==> src/rtl/ptq_pkg.sv <==
package ptq_pkg;
  localparam int QUANTA_W = 16;
  localparam int BIT_TIMES_PER_QUANTUM = 512;

  typedef logic [QUANTA_W-1:0] quanta_t;

  typedef enum logic {
    STEP_LINE = 1'b0,
    STEP_FAST = 1'b1
  } step_mode_e;
endpackage

==> src/rtl/ptq_step_gen.sv <==
module ptq_step_gen
  import ptq_pkg::*;
#(
  parameter int STROBES = 128
) (
  input  logic       clk,
  input  logic       rst_n,
  input  step_mode_e mode,
  input  logic       restart,
  input  logic       line_stb,
  input  logic       fast_stb,
  output logic       step
);
  logic line_step;

  generate
    if (STROBES > 1) begin : g_prescale
      localparam int PRE_W = $clog2(STROBES);
      localparam logic [PRE_W-1:0] PRE_LAST = PRE_W'(STROBES - 1);
      logic [PRE_W-1:0] pre_q;

      always_ff @(posedge clk) begin
        if (!rst_n) begin
          pre_q <= '0;
        end else if (restart) begin
          pre_q <= '0;
        end else if (mode == STEP_LINE && line_stb) begin
          pre_q <= (pre_q == PRE_LAST) ? '0 : pre_q + 1'b1;
        end
      end

      assign line_step = line_stb && (pre_q == PRE_LAST);
    end else begin : g_direct
      assign line_step = line_stb;
    end
  endgenerate

  always_comb begin
    unique case (mode)
      STEP_FAST: step = fast_stb;
      default:   step = line_step;
    endcase
  end

  AST_FAST_STEP_ON_STROBE: assert property (@(posedge clk) disable iff (!rst_n)
    (mode == STEP_FAST && step) |-> fast_stb);
  AST_LINE_STEP_ON_STROBE: assert property (@(posedge clk) disable iff (!rst_n)
    (mode == STEP_LINE && step) |-> line_stb);
endmodule

==> src/rtl/ptq_down_counter.sv <==
module ptq_down_counter #(
  parameter int W = 16
) (
  input  logic         clk,
  input  logic         rst_n,
  input  logic         load,
  input  logic [W-1:0] load_val,
  input  logic         step,
  output logic         active
);
  logic [W-1:0] cnt_q;

  always_ff @(posedge clk) begin
    if (!rst_n) begin
      cnt_q <= '0;
    end else if (load) begin
      cnt_q <= load_val;
    end else if (step && cnt_q != '0) begin
      cnt_q <= cnt_q - 1'b1;
    end
  end

  assign active = (cnt_q != '0);

  AST_LOAD_TAKES_VALUE: assert property (@(posedge clk) disable iff (!rst_n)
    load |=> (cnt_q == $past(load_val)));
  AST_STEP_BY_ONE: assert property (@(posedge clk) disable iff (!rst_n)
    (!load && step && cnt_q != '0) |=> (cnt_q == $past(cnt_q) - 1'b1));
  AST_HOLD_WITHOUT_STEP: assert property (@(posedge clk) disable iff (!rst_n)
    (!load && !step) |=> $stable(cnt_q));
  AST_NO_UNDERFLOW: assert property (@(posedge clk) disable iff (!rst_n)
    (!load && cnt_q == '0) |=> (cnt_q == '0));
endmodule

==> src/rtl/ptq_sat_counter.sv <==
module ptq_sat_counter #(
  parameter int W = 16
) (
  input  logic         clk,
  input  logic         rst_n,
  input  logic         inc,
  output logic [W-1:0] count
);
  localparam logic [W-1:0] TOP = '1;
  logic [W-1:0] count_q;

  always_ff @(posedge clk) begin
    if (!rst_n) begin
      count_q <= '0;
    end else if (inc && count_q != TOP) begin
      count_q <= count_q + 1'b1;
    end
  end

  assign count = count_q;

  AST_NO_OVERFLOW: assert property (@(posedge clk) disable iff (!rst_n)
    (count_q == TOP) |=> (count_q == TOP));
  AST_COUNT_STEP: assert property (@(posedge clk) disable iff (!rst_n)
    (inc && count_q != TOP) |=> (count_q == $past(count_q) + 1'b1));
  AST_COUNT_HOLD: assert property (@(posedge clk) disable iff (!rst_n)
    !inc |=> $stable(count_q));
endmodule

==> src/rtl/pause_quantum_timer.sv <==
module pause_quantum_timer
  import ptq_pkg::*;
#(
  parameter int LINE_BITS = 4,
  parameter int STAT_W    = 16
) (
  input  logic              clk,
  input  logic              rst_n,
  input  logic              pause_en,
  input  logic              pfc_done,
  input  logic              test_fast,
  input  logic              line_stb,
  input  logic              rx_stb,
  input  logic              pframe_valid,
  input  logic [15:0]       pframe_quanta,
  input  logic              tx_start_valid,
  output logic              tx_start_ready,
  output logic              tx_paused,
  output logic [STAT_W-1:0] pframe_count
);
  localparam int STROBES_PER_STEP = BIT_TIMES_PER_QUANTUM / LINE_BITS;

  logic       accept;
  logic       step;
  step_mode_e mode;
  quanta_t    quanta;

  assign accept = pframe_valid && pause_en && !pfc_done;
  assign mode   = test_fast ? STEP_FAST : STEP_LINE;
  assign quanta = pframe_quanta;

  ptq_step_gen #(
    .STROBES (STROBES_PER_STEP)
  ) u_step (
    .clk      (clk),
    .rst_n    (rst_n),
    .mode     (mode),
    .restart  (accept),
    .line_stb (line_stb),
    .fast_stb (rx_stb),
    .step     (step)
  );

  ptq_down_counter #(
    .W (QUANTA_W)
  ) u_count (
    .clk      (clk),
    .rst_n    (rst_n),
    .load     (accept),
    .load_val (quanta),
    .step     (step),
    .active   (tx_paused)
  );

  ptq_sat_counter #(
    .W (STAT_W)
  ) u_stat (
    .clk   (clk),
    .rst_n (rst_n),
    .inc   (pframe_valid),
    .count (pframe_count)
  );

  assign tx_start_ready = !tx_paused;

  AST_IGNORED_EVENT_IDLE: assert property (@(posedge clk) disable iff (!rst_n)
    (pframe_valid && (!pause_en || pfc_done) && !tx_paused) |=> !tx_paused);
  AST_ZERO_QUANTUM_CLEARS: assert property (@(posedge clk) disable iff (!rst_n)
    (pframe_valid && pause_en && !pfc_done && pframe_quanta == 16'd0) |=> !tx_paused);
  AST_NONZERO_STARTS: assert property (@(posedge clk) disable iff (!rst_n)
    (pframe_valid && pause_en && !pfc_done && pframe_quanta != 16'd0) |=> tx_paused);
  AST_START_HELD: assert property (@(posedge clk) disable iff (!rst_n)
    (tx_start_valid && !tx_start_ready) |=> tx_start_valid);
endmodule

==> config.mk <==
export PLATFORM = sky130hd
export DESIGN_NAME = pause_quantum_timer
export DESIGN_NICKNAME = d
export VERILOG_FILES = /design/src/rtl/ptq_pkg.sv /design/src/rtl/ptq_step_gen.sv /design/src/rtl/ptq_down_counter.sv /design/src/rtl/ptq_sat_counter.sv /design/src/rtl/pause_quantum_timer.sv
export SDC_FILE = /design/constraint.sdc
export NUM_CORES = 1
export LEC_CHECK = 0
export BUFFER_PORTS_ARGS = -buffer_cell sky130_fd_sc_hd__buf_2
export CAP_MARGIN = 15
export CORE_UTILIZATION = 52
export DETAILED_ROUTE_END_ITERATION = 8
export GPL_TIMING_DRIVEN = 0
export PLACE_DENSITY = 0.79
export SLEW_MARGIN = 10
export SYNTH_ARGS = -nofsm -noshare
export SYNTH_HDL_FRONTEND = slang
export SYNTH_SLANG_ARGS = --single-unit
==> constraint.sdc <==
create_clock -name clk -period 2.7 [get_ports clk]
set_input_delay 0.405 -clock clk [delete_from_list [all_inputs] [get_ports clk]]
set_output_delay 0.405 -clock clk [all_outputs]
set_load 0.005 [all_outputs]
## After elaboration in Yosys (flattened, before gate mapping)

Cells that the tools add are included.

| cells by class | value |
|---|---|
| add/subtract/negate cells | 3 |
| mux-type cells | 5 |
| multipliers | 0 |
| bitwise logic cells | 2 |
| shift-type cells | 0 |
| eq/ne operators | 2 |
| div/mod/pow operators | 0 |
| magnitude comparators | 0 |
| reduce and logical (&&, ||, !) cells | 11 |

Operator list:

| kind | count |
|---|---|
| $mux W16 | 2 |
| $add A16 B1 Y16 const B | 1 |
| $ne A16 B16 Y1 const B | 1 |
| $reduce_bool A16 Y1 | 1 |
| $sub A16 B1 Y16 const B | 1 |
| $add A7 B1 Y7 const B | 1 |
| $eq A7 B7 Y1 const B | 1 |
| $mux W7 | 1 |
| $logic_and A1 B1 Y1 | 6 |
| $logic_not A1 Y1 | 2 |
| $mux W1 | 2 |
| $not A1 Y1 | 2 |
| $reduce_bool A2 Y1 | 1 |
| $reduce_or A2 Y1 | 1 |

| storage, ports and cells | value |
|---|---|
| output and inout port bits | 18 |
| latch bits | 0 |
| word-level logic and storage cells | 26 |
| ROM bits | 0 |
| register bits after elaboration | 39 |
| bits of input ports | 25 |
| bits in writable memories | 0 |
| memories kept | 0 |

## Longest topological paths before layout

Gate-level depths: netlist of the first run.

| logic depth | value |
|---|---|
| depth after elaboration | 6 |
| gate-level depth with buffers | 7 |
| depth with buffers taken out | 7 |

## Hierarchy

From an unflattened synthesis of the first run, not the netlist that was laid out.

| unflattened totals | value |
|---|---|
| cells, all modules | 252 |
| area, all modules | 2,139.6 µm² |

By module, submodules not included:

| module | times used | area each (µm²) | cells each | sequential area each (µm²) |
|---|---|---|---|---|
| ptq_down_counter | 1 | 927.1 | 111 | 320.3 |
| ptq_sat_counter | 1 | 837.1 | 97 | 320.3 |
| ptq_step_gen | 1 | 362.8 | 42 | 140.1 |
| pause_quantum_timer | 1 | 12.5 | 2 | 0.0 |

## Worst setup path after synthesis of the first run

No wires, ideal clock.

| path | value |
|---|---|
| kind | register to output |
| start | register u_count.cnt_q[7] |
| end | output port tx_paused |
| cell stages (with the launch flop) | 7 |
| slack | 532 ps |
| path buffers | 1 |
| arrival | 1,763 ps |
| data required time | 2,295 ps |
| path through | dfxtp_1 > or4_1 > buf_2 > nand2b_4 > or2_1 > nor4_1 > inv_1 |

| between the ends | value |
|---|---|
| longest elaborated chain between the ends | 1 |

RTL lines:

| element | RTL line | text |
|---|---|---|
| from (decl) | ptq_down_counter.sv:11 | `logic [W-1:0] cnt_q;` |
| from (signal assigned) | ptq_down_counter.sv:17 | `cnt_q <= load_val;` |
| from (signal assigned) | ptq_down_counter.sv:19 | `cnt_q <= cnt_q - 1'b1;` |
| $reduce_bool A16 Y1 | ptq_down_counter.sv:23 | `assign active = (cnt_q != '0);` |
| to (decl) | pause_quantum_timer.sv:18 | `output logic tx_paused,` |

No other way between the ends.

## Worst setup path after layout of the first run

Ends and elaborated chain as after synthesis.

==> results summary, run 1 <==
The count of standard-cell rows is 22. After clock tree synthesis, the clock-pin slew on the worst setup and hold paths is 0.08 ns. The largest driver fanout on the critical path came out at 7. The routability congestion estimate from global placement is 0.8044. The clock sink count is 39. The setup TNS after final layout is 0 ns. Setup violations remaining at the end of the flow were counted as 0.

The via count is 1904. Entering global routing, the biggest net connects 12 pins. The required time of the critical path came out at 2.30 ns. The share of layout cells above drive strength 1 is 0.2035.

The number of max-capacitance violations reported came out at 0. The routed length per placed instance came out at 13.98 um. The number of buffers added on ports came out at 41. The slack of the critical path is 0.1426 ns. The later-pin clock latency in the skew report is 0.29 ns. By count the netlist is led by 39 x sky130_fd_sc_hd__dfxtp_1, 24 x sky130_fd_sc_hd__nor2_1, 16 x sky130_fd_sc_hd__o21ai_0. The via count of the first global-routing pass is 1779. The simple-gate share of the synthesized area came out at 0.2961. The filler cell count in the final layout came out at 319. The placed wire-length estimate is 3.341 mm.

The static power due to leakage came out at 0.9163 nW. The remaining max-slew budget at the tightest pin is 0.3884. The number of placed instances with taps included is 325. STA classifies the critical path endpoint as an output port. The initial antenna violation count is 0.

At the pin with the least slew margin, the transition time is 0.9090 ns. The count of cell types in the netlist came out at 45. The synthesized cell area is 1994 um^2. The number of H-tree levels came out at 2.

The sequential fraction of the synthesis area is 0.3915. Summing all placed instances gives a cell area of 2260 um^2. The post-route minimum period came out at 2.557 ns.

The pre-CTS worst setup slack came out at 0.3686 ns. The delay of the slowest cell on the worst path came out at 0.52 ns. The dominant cell by count in the synthesized netlist is sky130_fd_sc_hd__dfxtp_1. The antenna cell count is 0.

In this run the post-CTS setup repair buffer count came out at 0. The critical path startpoint category is a flop. The flip-flop and latch count after synthesis is 39. The maximum ir drop on the vdd rail is 0.0003132 V.

The post-synthesis compound-gate area fraction came out at 0.1493. The floorplan die area is 4087 um^2. The synthesized design contains 0 enable-type register cells. The cell sitting at the root of the clock tree is a sky130_fd_sc_hd__clkbuf_8.

The adder-cell share of the synthesized area came out at 0.01882. The post-CTS resize count came out at 0. The share of the synthesized area in the top cell type is 0.3915. The flow ran to the end, and the final reports show no timing, DRC or antenna violations. The cell family contributing the most delay on the critical path is simple AND/OR/NAND/NOR gates.

Setup repair after global routing left no endpoint under its margin. The proportion of synthesized area in mux cells is 0.01568. The fmax came out at 391.0 MHz. The fraction of synthesized cell area in xor and xnor cells is 0.1010. The total CTS buffers is 5. The number of endpoints with negative hold slack in the final report is 0.

The clock tree buffer depth is 2. The most numerous cell type found on the critical path is sky130_fd_sc_hd__buf_2. The final standard cell count with taps included and fillers excluded came out at 333. The number of buffers added to fix hold violations after cts is 0. The total grt overflow is 0. Synthesis produced 236 cells. The overall routed net length came out at 4.657 mm. The global-route usage over all layers came out at 0.2509. The layout overhead on the synthesized area came out at 18.63%. The setup path with the least slack is of type flop to output port.

The vertical die dimension is 63.93 um. The power per cell area came out at 568.1 nW/um^2. The CTS tree is done. The first-pass GRT wire length came out at 8.121 mm. The standard cell core area came out at 3661 um^2. The number of warnings printed during yosys synthesis is 0.

The end-of-flow core utilization came out at 0.6463. The post-route cell area came out at 2366 um^2. In the finished design, the share of the clock period the worst path needs comes to 0.9472. The cell type contributing the most total cell area after synthesis is sky130_fd_sc_hd__dfxtp_1. The width of the die is 63.93 um. The number of DRC markers in iteration 0 is 108. The count of boundary I/O pins came out at 43. The net count of the finished layout is 312.

For this design, the slowest cell found on the critical path is sky130_fd_sc_hd__or4_1. STA puts the critical path data arrival time at 2.15 ns. The leading register cell type out of synthesis is sky130_fd_sc_hd__dfxtp_1. The average cell area after synthesis came out at 8.451 um^2. After detailed routing, the number of remaining DRC violations is 0. The number of buffer and inverter stages on the critical path is 3. The count of nets left with antenna violations once routing finished came out at 0. The initial utilization of the core area, before any placement, comes to 0.5448.

The length of the first detailed-routing pass in iterations came out at 4. Of all flip-flops after synthesis, the portion carrying an async set or reset was 0. In the routed layout, each cell is associated on average with a via count of 5.718. The number of pins exceeding their max-slew limit in the final report is 0.

The clock arrives with 0.006209 ns of skew. By area the synthesized netlist is led by sky130_fd_sc_hd__dfxtp_1 39%, sky130_fd_sc_hd__xor2_1 6.1%, sky130_fd_sc_hd__nor2_1 4.5%, sky130_fd_sc_hd__nand4_1 4.4%, sky130_fd_sc_hd__o21ai_0 4.0%. By area, the combinational part of the netlist is dominated by simple AND/OR/NAND/NOR gates. The net count of the mapped netlist is 264.

The class of the most critical hold timing path is input pin to flop. The signal on the critical path passes through or4_1, buf_2, nand2b_4, or2_1, nor4_2, inv_1, buf_2.
[metal layers]
| metal | vias to the layer above | track usage | part of all wire |
|---|---|---|---|
| met1 | 874 | 0.3385 | 0.49 |
| met5 | - | 0 | 0 |
| met2 | 46 | 0.3963 | 0.46 |
| li1 | 977 | - | - |
| met4 | 0 | 0.08523 | 0.011 |
| met3 | 7 | 0.05000 | 0.044 |
[tightest hold or removal path, delay by kind of cell]
family          cells  cell delay [ns]
compound gates      1             0.06
buf+inv             1             0.09
simple gates        1             0.05
[through the flow]
stage               hold WS, ns  power [W]
floorplan                0.4702  0.0008434
global placement         0.4902  0.0009096
detailed placement       0.5218  0.0009165
CTS                      0.3717   0.001343
global route             0.4059   0.001418
finish                   0.3770   0.001344
[power breakdown]
group | total, W | internal, W | switching [W]
logic | 0.000268 | 0.000124 | 0.000144
clock network | 0.000432 | 0.000233 | 0.000198
registers | 0.000645 | 0.000609 | 0.0000360
total | 0.00134 | 0.000966 | 0.000378
[cell type report]
class                           instances  area, um^2  share of cell area
Sequential cell                        39       780.7              0.3300
Clock buffer                            8       100.1             0.04231
Tap cell                               48       60.06             0.02538
Buffer                                  8       32.53             0.01375
Inverter                                6       22.52            0.009519
Multi-Input combinational cell        183        1165              0.4923
Timing Repair Buffer                   41       205.2             0.08673
[cell usage in the layout, fill, tap and decap left out, drive strengths merged, types with 8 or more instances in the layout]
cell type,n
buf,43
nor2,24
dfxtp,39
xnor2,9
a21oi,12
nand2,14
or3,8
xor2,14
nand3,10
nor3,10
o21ai,16
clkbuf,14
nand4,14
[flip-flops by register name (all words and copies together), names as in the netlist]
| register | count |
|---|---|
| u_count.cnt_q | 16 |
| u_stat.count | 16 |
| u_step.g_prescale.pre_q | 7 |
[logic make-up after synthesis]
kind of cell / Yosys count
flip-flops: 39
buffers and inverters: 14
adder cells (fa/ha/maj): 3
AO/OA/AOI/OAI: 48
AND/OR/NAND/NOR: 106
XOR/XNOR: 23
multiplexers: 3
[path summary, 6_finish.rpt]
check / start / to / slack [ns] / cells after the start
worst max register to register: u_count.cnt_q[0] / u_count.cnt_q[12] / 0.31 / 6
worst max-delay path: u_count.cnt_q[7] / tx_paused / 0.14 / 7
worst min-delay path: pframe_quanta[1] / u_count.cnt_q[1] / 0.38 / 3
worst min register to register: u_step.g_prescale.pre_q[5] / u_step.g_prescale.pre_q[5] / 0.53 / 2
(Power assumes the default switching activity.)
==> run 2: changes to the inputs <==
--- a/config.mk
+++ b/config.mk
@@ -7,10 +7,10 @@
 export LEC_CHECK = 0
 export BUFFER_PORTS_ARGS = -buffer_cell sky130_fd_sc_hd__buf_2
 export CAP_MARGIN = 15
-export CORE_UTILIZATION = 52
+export CORE_UTILIZATION = 40
 export DETAILED_ROUTE_END_ITERATION = 8
 export GPL_TIMING_DRIVEN = 0
-export PLACE_DENSITY = 0.79
+export PLACE_DENSITY = 0.64
 export SLEW_MARGIN = 10
 export SYNTH_ARGS = -nofsm -noshare
 export SYNTH_HDL_FRONTEND = slang
==> run 2 against run 1 <==
  * First-iteration DRC count rose by 14%
  * Clock power rose by 35%
  * Total power rose by 11%
  * Sequential share of layout area fell by 0.77 points
  * Utilization fell by 14 points
  * Critical path depth did not move
  * Routed wire length fell by 2.0%
  * Clock-buffer cell count fell by 2
  * Sequential power barely moved
  * Via count fell by 2.4%
  * Setup slack improved by 0.0071 ns
  * Critical endpoint unchanged
  * Largest cell class unchanged
  * Highest routed layer unchanged
==> results summary, run 2 (synthesized netlist as in run 1, its figures left out) <==
The flow ran to the end, and the final reports show no timing, DRC or antenna violations. From synthesis to final layout, the design area changed by 21.46%. The standard cell core area was 4755 um^2 (+30%). The static power due to leakage came out at 0.9302 nW (+1.5%). The delay of the slowest cell on the worst path is 0.52 ns (about the same). The overall routed net length is 4.563 mm (-2.0%). The sequential cell fraction of total power is 0.433 (-0.047). The count of boundary I/O pins came out at 43 (unchanged).

The data arrival at the endpoint of the critical path is 2.15 ns (about the same). The clock sink count came out at 39 (unchanged). The worst hold path belongs to the class input pin to flop. Setup repair after global routing left no endpoint under its margin. The critical path startpoint category is a flop. The clock tree buffer depth came out at 2 (unchanged). The maximum ir drop on the vdd rail is 0.0002909 V (-7.1%).

The via count of the first global-routing pass is 1706 (-4.1%). The type of destination of the critical path is an output port. The first-pass GRT wire length is 7.790 mm (-4.1%). The most common cell after layout, fill and taps aside is sky130_fd_sc_hd__buf_2. The number of buffer and inverter stages on the critical path came to 3 (unchanged).

The number of endpoints with negative hold slack in the final report came out at 0 (unchanged). The total cell area at the placement stage came to 2283 um^2 (+1.1%). The fmax is 392.1 MHz (+0.28%). Leaving out fill and tap cells, the most frequent cells in the layout are 43 x sky130_fd_sc_hd__buf_2, 39 x sky130_fd_sc_hd__dfxtp_1, 24 x sky130_fd_sc_hd__nor2_1, 16 x sky130_fd_sc_hd__o21ai_0. The net count of the finished layout is 312 (unchanged). The average via count per standard cell is 5.281 (-7.6%). The total DRC errors in the routed layout came out at 0 (unchanged). The number of pins exceeding their max-slew limit in the final report is 0 (unchanged).

The proportion of total power due to net switching was 0.2603 (-0.02106). The total area of multi-input combinational cells is 1165 um^2 (unchanged). The post-route minimum period came out at 2.550 ns (-0.007141 ns). The number of max-capacitance violations reported was 0 (unchanged).

The kind of cell with the highest combined delay along the critical path is simple AND/OR/NAND/NOR gates. The portion of total power attributed to combinational logic is 0.177 (-0.022). The slack of the critical path is 0.1497 ns (+0.007141 ns). The antenna cell count came out at 0 (unchanged). The CTS tree is done. The starting density of the core was 0.4195 (-0.1253). The class of the most critical setup path is flop to output port. The filler cell count in the final layout came to 489 (+53%). The final setup skew is 0.01145 ns (+0.005246 ns). The worst-margin pin slew is 0.8998 ns (-0.009172 ns). The number of H-tree levels came out at 2 (unchanged). The pre-CTS worst setup slack came out at 0.3905 ns (+0.02191 ns). The net switching component of the power came out at 0.0003878 W (+2.6%). The global-route usage over all layers is 0.1898 (-0.06106). The total CTS buffers is 5 (unchanged). The placed wire-length estimate is 3.381 mm (+1.2%). The maximum number of pins on one net before global-route repair is 13 (+1).

The setup TNS after final layout came out at 0 ns (unchanged). The initial antenna violation count came out at 0 (unchanged). Traced cell by cell, the critical path runs through or4_1, buf_2, nand2b_4, or2_1, nor4_2, inv_1, buf_2. The required time of the critical path came to 2.30 ns (about the same). The vertical die dimension is 72.61 um (+14%). The later-pin clock latency in the skew report is 0.29 ns (about the same).

The via count is 1859 (-2.4%). The remaining max-slew budget at the tightest pin was 0.3946 (+0.006171). The cell at the root of the clock tree is sky130_fd_sc_hd__clkbuf_8.

The floorplan die area was 5272 um^2 (+29%). The power per cell area is 615.1 nW/um^2 (+8.3%). The post-route cell area came out at 2422 um^2 (+2.4%). By instance count, the cell type seen most on the critical path is sky130_fd_sc_hd__buf_2. The number of DRC markers in iteration 0 came to 123 (+14%). The end-of-flow core utilization is 0.5095 (-0.1368). The total grt overflow came to 0 (unchanged). The area taken by flip-flops and latches is 780.7 um^2 (unchanged). The number of buffers added on ports came to 41 (unchanged). The count of standard-cell rows is 25 (+14%). The part of the power in the clock network is 0.391 (+0.070).

The number of routed nets with antenna violations was 0 (unchanged). The largest driver fanout on the critical path came to 7 (unchanged). The length of the first detailed-routing pass in iterations came to 5 (+1). The routed length per placed instance was 12.96 um (-7.3%). On the critical path, the stage with the largest delay is an instance of sky130_fd_sc_hd__or4_1.

The number of endpoints failing setup at the final stage is 0 (unchanged). The fraction of the cycle the final worst path needs is 0.9445 (-0.002645). The internal cell power came out at 0.001102 W (+14%).

The share of layout cells above drive strength 1 is 0.2035 (unchanged). The width of the die is 72.61 um (+14%). The register clock-pin slew on the reported worst setup and hold paths came out at 0.08 ns (about the same). The hold slack came out at 0.3618 ns (-0.01515 ns). The routability congestion estimate from global placement is 0.7997 (-0.58%).
-- run 2: final timing paths --
kind                                   start                          to  slack (ns)  cells after the start
hold reg to reg   u_step.g_prescale.pre_q[5]  u_step.g_prescale.pre_q[5]        0.51                      2
setup reg to reg            u_count.cnt_q[0]           u_count.cnt_q[12]        0.37                      6
setup / recovery            u_count.cnt_q[7]                   tx_paused        0.15                      7
hold / removal              pframe_quanta[1]            u_count.cnt_q[1]        0.36                      3
-- run 2: power by group through the flow --
stage	clock network (W)	registers [W]	logic [W]
global route	0.000617	0.000651	0.000298
CTS	0.000590	0.000644	0.000262
floorplan	0	0.000648	0.000196
finish	0.000582	0.000645	0.000263
global placement	0	0.000656	0.000258
detailed placement	0	0.000657	0.000260
-- run 2: repair_timing --
action,CTS,global route
hold buffers,0,0
hold endpoints to repair,0,0
resized for setup,0,1
buffers inserted,0,0
setup endpoints to repair,0,2
-- run 2: final cells by class --
cell class,count,share of cell area
multi-input cells,183,0.4809
clock inverters,2,0.02479
flip-flops and latches,39,0.3223
plain buffers,8,0.01343
repair buffers,41,0.08471
well taps,67,0.03461
clock buffers,6,0.02996
inverters,6,0.009298
-- run 2: metrics by stage --
step	total power (W)	cells
after global placement	0.0009142	344
after global routing	0.001566	352
after detailed placement	0.0009172	344
final	0.001490	352
after floorplan	0.0008434	236
after CTS	0.001496	352
-- run 2: worst register-to-register path: stages, from the launching register on --
cell	delay [ns]
sky130_fd_sc_hd__dfxtp_1	0.33
sky130_fd_sc_hd__inv_1	0.08
sky130_fd_sc_hd__ha_1	0.22
sky130_fd_sc_hd__nor3b_1	0.48
sky130_fd_sc_hd__nand4_1	0.27
sky130_fd_sc_hd__or4_2	0.59
sky130_fd_sc_hd__a311oi_1	0.27
-- run 2: routing by layer --
layer | track usage | up-vias | routed length, um
met5 | 0 | - | 0
met4 | 0.04357 | 0 | 34
met3 | 0.05801 | 4 | 193
met2 | 0.2949 | 36 | 2029
met1 | 0.2586 | 846 | 2306
li1 | - | 973 | -
==> run 3: changes to the inputs <==
--- a/config.mk
+++ b/config.mk
@@ -5,13 +5,12 @@
 export SDC_FILE = /design/constraint.sdc
 export NUM_CORES = 1
 export LEC_CHECK = 0
-export BUFFER_PORTS_ARGS = -buffer_cell sky130_fd_sc_hd__buf_2
 export CAP_MARGIN = 15
 export CORE_UTILIZATION = 40
 export DETAILED_ROUTE_END_ITERATION = 8
+export DONT_BUFFER_PORTS = 1
 export GPL_TIMING_DRIVEN = 0
-export PLACE_DENSITY = 0.64
-export SLEW_MARGIN = 10
+export PLACE_DENSITY = 0.56
 export SYNTH_ARGS = -nofsm -noshare
 export SYNTH_HDL_FRONTEND = slang
 export SYNTH_SLANG_ARGS = --single-unit
==> run 3 against run 2 <==
  * Largest power group unchanged
  * Critical path type unchanged
  * Routed wire length rose by 1.8%
  * Final area is 9.7% lower
  * Critical path depth fell by 1
  * First-iteration DRC count down 39%
  * Via count fell by 6.3%
  * Sequential power hardly changed
  * Total power decreased by 11%
  * Final cell count is 12% lower
  * Utilization is 4.9 points lower
==> results summary, run 3 (synthesized netlist as in run 1, its figures left out) <==
Leaving out fill and tap cells, the most frequent cell in the layout is sky130_fd_sc_hd__dfxtp_1. The layout overhead on the synthesized area came out at 9.724%. The critical path goes through or4_1, buf_2, nand2b_4, or2_1, nor4_2, inv_1.

The flow ran to the end, and the final reports show no timing, DRC or antenna violations. The final setup skew came out at 0.007815 ns (-0.003639 ns). The clock tree buffer depth was 2 (unchanged).

The post-route cell area is 2188 um^2 (-9.7%). The maximum ir drop on the vdd rail is 0.0002281 V (-22%). The library cell contributing the largest single delay on the critical path is sky130_fd_sc_hd__or4_1. The routed length per placed instance is 14.93 um (+15%). The average via count per standard cell came to 5.598 (+6.0%).

The worst-margin pin slew is 0.9952 ns (+0.09540 ns). In this run the worst hold path is classified as input pin to flop. The via count of the first global-routing pass came out at 1512 (-11%). The total CTS buffers is 5 (unchanged).

The worst setup path is captured at an output port. The register clock-pin slew on the reported worst setup and hold paths is 0.08 ns (about the same). The clock sink count was 39 (unchanged).

The global-route usage over all layers is 0.1817 (-0.008053). The length of the first detailed-routing pass in iterations came to 4 (-1). The floorplan die area is 5272 um^2 (unchanged). The number of endpoints with negative hold slack in the final report came out at 0 (unchanged). The number of endpoints failing setup at the final stage is 0 (unchanged). The maximum number of pins on one net before global-route repair is 13 (unchanged). The width of the die came out at 72.61 um (unchanged).

The later-pin clock latency in the skew report came out at 0.29 ns (about the same). The fmax is 392.7 MHz (+0.16%). The required time of the critical path came out at 2.30 ns (about the same).

The fraction of the cycle the final worst path needs is 0.9431 (-0.001462). The largest driver fanout on the critical path is 7 (unchanged). The standard cell core area came out at 4755 um^2 (unchanged). The placed wire-length estimate is 3.371 mm (-0.31%).

The first-pass GRT wire length is 7.348 mm (-5.7%). The delay of the slowest cell on the worst path is 0.52 ns (about the same). The count of boundary I/O pins is 43 (unchanged). The number of buffers added to fix hold violations after cts is 0 (unchanged). The data arrival at the endpoint of the critical path came out at 2.14 ns (about the same). The total DRC errors in the routed layout is 0 (unchanged).

The setup TNS after final layout is 0 ns (unchanged). The overall routed net length is 4.644 mm (+1.8%). Leaving out fill and tap cells, the most frequent cells in the layout are 39 x sky130_fd_sc_hd__dfxtp_1, 24 x sky130_fd_sc_hd__nor2_1, 16 x sky130_fd_sc_hd__o21ai_0. Setup repair after global routing left no endpoint under its margin.

The hold slack came out at 0.2574 ns (-0.1044 ns). The routability congestion estimate from global placement came out at 0.7766 (-2.9%). The antenna cell count was 0 (unchanged). The number of max-capacitance violations reported came to 0 (unchanged). The net count of the finished layout came out at 271 (-13%).

The class of the most critical setup path is flop to output port. The number of pins exceeding their max-slew limit in the final report came out at 0 (unchanged). The remaining max-slew budget at the tightest pin came to 0.3304 (-0.06419).

The initial antenna violation count came to 0 (unchanged). The share of layout cells above drive strength 1 was 0.07377 (-0.1297). The cell at the root of the clock tree is sky130_fd_sc_hd__clkbuf_8. TritonCTS built the clock tree.

The filler cell count in the final layout is 503 (+2.9%). The number of H-tree levels came out at 2 (unchanged). The total grt overflow was 0 (unchanged). The vertical die dimension came out at 72.61 um (unchanged). The starting density of the core is 0.4195 (unchanged).

The via count is 1741 (-6.3%). The static power due to leakage is 0.7285 nW (-22%). STA classifies the critical path startpoint as a flop. The power per cell area is 606.4 nW/um^2 (-1.4%). The total cell area at the placement stage came to 2078 um^2 (-9.0%). The count of standard-cell rows came out at 25 (unchanged). The number of routed nets with antenna violations came to 0 (unchanged).

The number of buffers added on ports is 0 (-100%). The number of DRC markers in iteration 0 came out at 75 (-39%). The post-route minimum period is 2.546 ns (-0.003948 ns).
[run 3: cell types whose count changed in the layout (fill, tap and decap cells not counted)]
| cell | change |
|---|---|
| sky130_fd_sc_hd__buf_2 | -41 |
| sky130_fd_sc_hd__clkbuf_8 | +2 |
| sky130_fd_sc_hd__clkinvlp_4 | +1 |
| sky130_fd_sc_hd__bufinv_16 | -2 |
| sky130_fd_sc_hd__clkbuf_1 | -1 |
[run 3: power breakdown]
| group | internal, W | switching (W) | leakage, nW |
|---|---|---|---|
| Combinational | 0.000107 | 0.000131 | 0.361 |
| Clock | 0.000233 | 0.000211 | 0.0505 |
| Sequential | 0.000609 | 0.0000368 | 0.317 |
[run 3: final cells by class]
class,instances,area (um^2),share of cell area
clock buffers,7,96.34,0.04403
multi-input cells,183,1165,0.5323
plain buffers,8,32.53,0.01487
flip-flops and latches,39,780.7,0.3568
clock inverters,1,7.507,0.003431
well taps,67,83.83,0.03831
inverters,6,22.52,0.01029
[run 3: worst max-delay path: cells and delay by family, from the launching register on]
family / cells / cell delay, ns
simple gates: 4 / 1.24
flops: 1 / 0.35
buf+inv: 2 / 0.27
[run 3: repair_timing]
item,4_1_cts,5_1_grt
endpoints found under the hold margin,0,0
setup endpoints to repair,0,1
resized for setup,0,1
buffers inserted,0,0
[run 3: layer usage]
metal,routed length [um],vias to the layer above,part of all wire,global-route usage
met2,1945,41,0.42,0.2534
met4,60,0,0.013,0.05882
met1,2295,807,0.49,0.2602
met3,343,6,0.074,0.06215
met5,0,-,0,0
li1,-,887,-,-
[run 3: path summary, 6_finish.rpt]
check	slack [ns]	from	end	depth (start not counted)
worst min-delay path	0.26	rst_n	u_stat.count[1]	2
worst max register to register	0.43	u_count.cnt_q[0]	u_count.cnt_q[12]	6
worst max-delay path	0.15	u_count.cnt_q[7]	tx_paused	6
worst min register to register	0.51	u_step.g_prescale.pre_q[5]	u_step.g_prescale.pre_q[5]	2
[run 3: through the flow]
step                        util  instances  setup slack [ns]  total power [W]
after global routing      0.4603        311           0.04188         0.001391
after global placement    0.4371        303            0.3802        0.0008901
final                     0.4603        311            0.1537         0.001327
after detailed placement  0.4371        303            0.3619        0.0008921
after floorplan                -        236            0.5319        0.0008434
after CTS                 0.4589        311           0.03523         0.001338
